==> config.mk <==
export PLATFORM = sky130hd
export DESIGN_NAME = local_hist_pred
export DESIGN_NICKNAME = d
export VERILOG_FILES = /design/src/rtl/local_hist_pred.sv
export SDC_FILE = /design/constraint.sdc
export NUM_CORES = 1
export LEC_CHECK = 0
export BUFFER_PORTS_ARGS = -buffer_cell sky130_fd_sc_hd__buf_2
export CAP_MARGIN = 5
export CORE_UTILIZATION = 50
export CTS_CLUSTER_DIAMETER = 60
export DETAILED_ROUTE_END_ITERATION = 6
export GPL_ROUTABILITY_DRIVEN = 0
export PLACE_DENSITY_LB_ADDON = 0.08
export SKIP_LAST_GASP = 1
export SYNTH_ARGS = -nofsm -noshare
export SYNTH_HDL_FRONTEND = slang
export SYNTH_SLANG_ARGS = --single-unit
==> constraint.sdc <==
create_clock -name clk -period 6.37 [get_ports clk]
set_input_delay 1.274 -clock clk [delete_from_list [all_inputs] [get_ports clk]]
set_output_delay 1.274 -clock clk [all_outputs]
set_load 0.05 [all_outputs]
==> src/rtl/local_hist_pred.sv <==
module local_hist_pred #(
  parameter int PC_W       = 32,
  parameter int ALIGN_BITS = 2,
  parameter int SLOTS      = 16,
  parameter int HIST_W     = 6
) (
  input  logic              clk,
  input  logic              rst_n,
  input  logic [PC_W-1:0]   lk_pc,
  output logic              lk_taken,
  output logic [HIST_W-1:0] lk_hist,
  output logic [1:0]        lk_ctr,
  input  logic              upd_valid,
  input  logic [PC_W-1:0]   upd_pc,
  input  logic              upd_taken
);
  localparam int IDX_W = $clog2(SLOTS);
  localparam int CTRS  = 1 << HIST_W;

  logic [HIST_W-1:0] hist_q [SLOTS];
  logic [1:0]        ctr_q  [CTRS];

  logic [IDX_W-1:0]  l_idx, u_idx;
  logic [HIST_W-1:0] u_hist;
  logic [1:0]        u_ctr, u_ctr_nx;

  assign l_idx    = lk_pc[ALIGN_BITS +: IDX_W];
  assign u_idx    = upd_pc[ALIGN_BITS +: IDX_W];
  assign lk_hist  = hist_q[l_idx];
  assign lk_ctr   = ctr_q[lk_hist];
  assign lk_taken = lk_ctr[1];
  assign u_hist   = hist_q[u_idx];
  assign u_ctr    = ctr_q[u_hist];

  always_comb begin
    u_ctr_nx = u_ctr;
    if (upd_taken && u_ctr != 2'd3) u_ctr_nx = u_ctr + 2'd1;
    else if (!upd_taken && u_ctr != 2'd0) u_ctr_nx = u_ctr - 2'd1;
  end

  always_ff @(posedge clk or negedge rst_n) begin
    if (!rst_n) begin
      for (int i = 0; i < SLOTS; i++) hist_q[i] <= '0;
    end else if (upd_valid) begin
      hist_q[u_idx] <= {u_hist[HIST_W-2:0], upd_taken};
    end
  end

  always_ff @(posedge clk or negedge rst_n) begin
    if (!rst_n) begin
      for (int i = 0; i < CTRS; i++) ctr_q[i] <= 2'b01;
    end else if (upd_valid) begin
      ctr_q[u_hist] <= u_ctr_nx;
    end
  end

  assert_reset_R1: assert property (@(posedge clk) disable iff (!rst_n)
    $rose(rst_n) |-> (lk_hist == '0 && lk_ctr == 2'b01));

  assert_shift_R3: assert property (@(posedge clk) disable iff (!rst_n)
    upd_valid |=> hist_q[$past(u_idx)] == {$past(u_hist[HIST_W-2:0]), $past(upd_taken)});

  assert_sat_hi_R5: assert property (@(posedge clk) disable iff (!rst_n)
    (upd_valid && upd_taken && u_ctr == 2'd3) |=> ctr_q[$past(u_hist)] == 2'd3);

  assert_sat_lo_R5: assert property (@(posedge clk) disable iff (!rst_n)
    (upd_valid && !upd_taken && u_ctr == 2'd0) |=> ctr_q[$past(u_hist)] == 2'd0);

  assert_idle_R10: assert property (@(posedge clk) disable iff (!rst_n)
    !upd_valid |=> (!$stable(lk_pc) || ($stable(lk_hist) && $stable(lk_ctr))));
endmodule

==> run metrics <==
total CTS buffers=30; Via density=6.33; area delta synth->final=12.7%; # nets final=1221; Routed Wire Length=36.6 mm; post-synthesis xor/xnor area fraction=0.128%; pin count of the biggest net entering global routing=99; CTS tree=done; Tot GR Track Use=29.1%; Synth Cell Area=0.0128 mm²; Synth Register Bits=224; Post-Syn Nets=1198; Hold Buf Count CTS=0; Synth cell types=58; mux share of post-synthesis cell area=29.5%; Setup violations, final=0; startpoint types=input port; Diodes inserted=0; top cell type's share of synthesized area=31.4%; Tot Pwr=6.36 mW; placed cell area=0.0134 mm²; placed cells=1449; Residual DRC=0; Tmin final=6.02 ns; Final Util=57.2%; Hold Path Class=reg -> reg; cell leakage power=5.89 nW; row cnt=58; clk slew on worst S/H paths=0.05 ns; Sum Neg Setup Slack=0 ns; DIE AREA=0.0262 mm²; CTS resizes=0; wire per inst=24.3 µm; routed vias=9532; PortBufs=20; most common cell in the netlist=nand2_1; CORE AREA=0.0251 mm²; list of most frequent post-synthesis cells=nand2_1, dfrtp_1, mux2_2; Initial Util=50.8%; Mapped Cells=1128; fmax=166 MHz; largest cells by area after synthesis=dfrtp_1, mux4_2, dfstp_2; Finished Layout Cells=1505; io pins=77; critical-path maximum fanout=33; Yosys warning count=0; final worst-path cycle share=94.5%; max_cap viols=0; global-route wire length before repair=57.6 mm; GRT overflow=0; Slew HR=23.8%; clk_skew=0.0229 ns; Worst Path Required=5.10 ns; Crit Path Class=in -> out; Post-CTS Setup Inserts=0; CP arrival=4.74 ns; Clock Path Buffers=3; asr flop ratio synth=100%; main flop type after synthesis=dfrtp_1; clk root buf=clkbuf_16; clk sinks=224; largest area contributor in the netlist=dfrtp_1; Slew Limit Fails=0; Synth Area per Inst=11.3 µm²; worst-skew pair later-pin latency=0.56 ns; die height=162 µm; Peak VDD IR=0.413 mV; Simple-Gate Fraction of Synth Area=11.5%; Final ANT Viol Nets=0; fraction of layout cells with a size suffix above 1=34.9%; router iterations before antenna repair=5; Adder-Cell Fraction of Synth Area=0.196%; slew of the pin with the lowest slew margin=1.13 ns; design area=0.0144 mm²; RSZ-0062 raised after global routing=no; number of synthesized flops with an enable pin=0; H-Tree Depth=1; sequential area share after synthesis=44.6%; initial detailed-routing violation count=938; Final Hold Viols=0; pwr dens=443 mW/mm²; largest family of logic cells by synthesized area=multiplexers; status=complete, no violations; die width=162 µm; Post-DP HPWL=24.7 mm; compound-cell area share of the yosys netlist=10.3%; number of global-route vias before repair=9612; CP Capture Type=output port; initial antenna violation count=0
-- routing by layer --
| metal | vias up | global-route usage (%) | part of all wire (%) |
|---|---|---|---|
| met5 | - | 0 | 0 |
| met4 | 0 | 11.8 | 4.2 |
| met3 | 94 | 3.55 | 5.6 |
| met2 | 346 | 48.3 | 48 |
| met1 | 4837 | 39.0 | 42 |
| li1 | 4255 | - | - |
-- per-stage QoR --
stage          hold WS [ns]  setup WS [ns]
4_1_cts               0.468          0.317
5_1_grt               0.478          0.263
3_5_place_dp          0.460          0.318
2_1_floorplan         0.446        0.00963
6_report              0.466          0.353
3_3_place_gp          0.456          0.332
-- path summary, 6_finish.rpt --
path | startpoint | end | slack, ns | depth (start not counted)
setup / recovery | lk_pc[2] | lk_ctr[1] | 0.35 | 10
hold / removal | ctr_q[120]$_DFFE_PN1P_ | ctr_q[120]$_DFFE_PN1P_ | 0.47 | 2
setup reg to reg | hist_q[29]$_DFFE_PN0P_ | ctr_q[73]$_DFFE_PN0P_ | 1.82 | 13
hold reg to reg | ctr_q[120]$_DFFE_PN1P_ | ctr_q[120]$_DFFE_PN1P_ | 0.47 | 2
max in group asynchronous | rst_n | hist_q[31]$_DFFE_PN0P_ | 4.21 | 2
min in group asynchronous | rst_n | ctr_q[61]$_DFFE_PN0P_ | 0.73 | 1
-- power by group --
group          internal, mW  total [mW]  switching [mW]
sequential             1.87        2.16           0.289
clock                  1.02        1.66           0.642
combinational          1.01        2.54            1.54
total                  3.90        6.36            2.47
-- critical path: stages --
cell,delay (ns)
buf_2,0.31
mux4_2,0.57
mux4_2,0.51
buf_12,0.22
mux4_2,0.46
mux2_2,0.28
nand2_1,0.08
o21ai_0,0.22
mux4_2,0.56
buf_2,0.23
-- kinds of logic (layout without fill, tap and decap cells) --
| family | count (synthesis) | in the layout |
|---|---|---|
| simple gates | 339 | 339 |
| mux | 257 | 257 |
| flops | 224 | 224 |
| compound gates | 207 | 207 |
| buf+inv | 98 | 145 |
| fa+ha+maj | 2 | 2 |
| xor+xnor | 1 | 1 |
-- area by class of cell --
class	instances	area (µm²)
clock buffer	44	865
clock inverter	12	135
fill	2168	10700
inverter	14	52.6
multi-input combinational	806	6610
sequential	224	5690
tap	330	413
timing repair buffer	75	611
-- layout by cell type, fill, tap and decap left out, drive strengths merged, types with 3 or more instances in the layout --
cell type and n:
dfstp 64, inv 15, mux2i 47, o21ai 83, buf 75, clkinv 5, mux4 82, clkinvlp 4
nor3 13, dfrtp 160, nor2b 8, a211oi 7, nand3 33, mux2 128, a21oi 54, a221oi 16
clkbuf 44, nor2 83, nand2b 3, a22o 4, o211ai 3, a22oi 8, a221o 3, and3 3
nor4 5, a2111oi 4, or3 5, nand4 12, and2 5, a31oi 9, nand2 166
-- registers in the layout, indices dropped and copies added (netlist names) --
| register | flops |
|---|---|
| ctr_q | 128 |
| hist_q | 96 |
No activity file was read; power rests on OpenSTA's default activity.
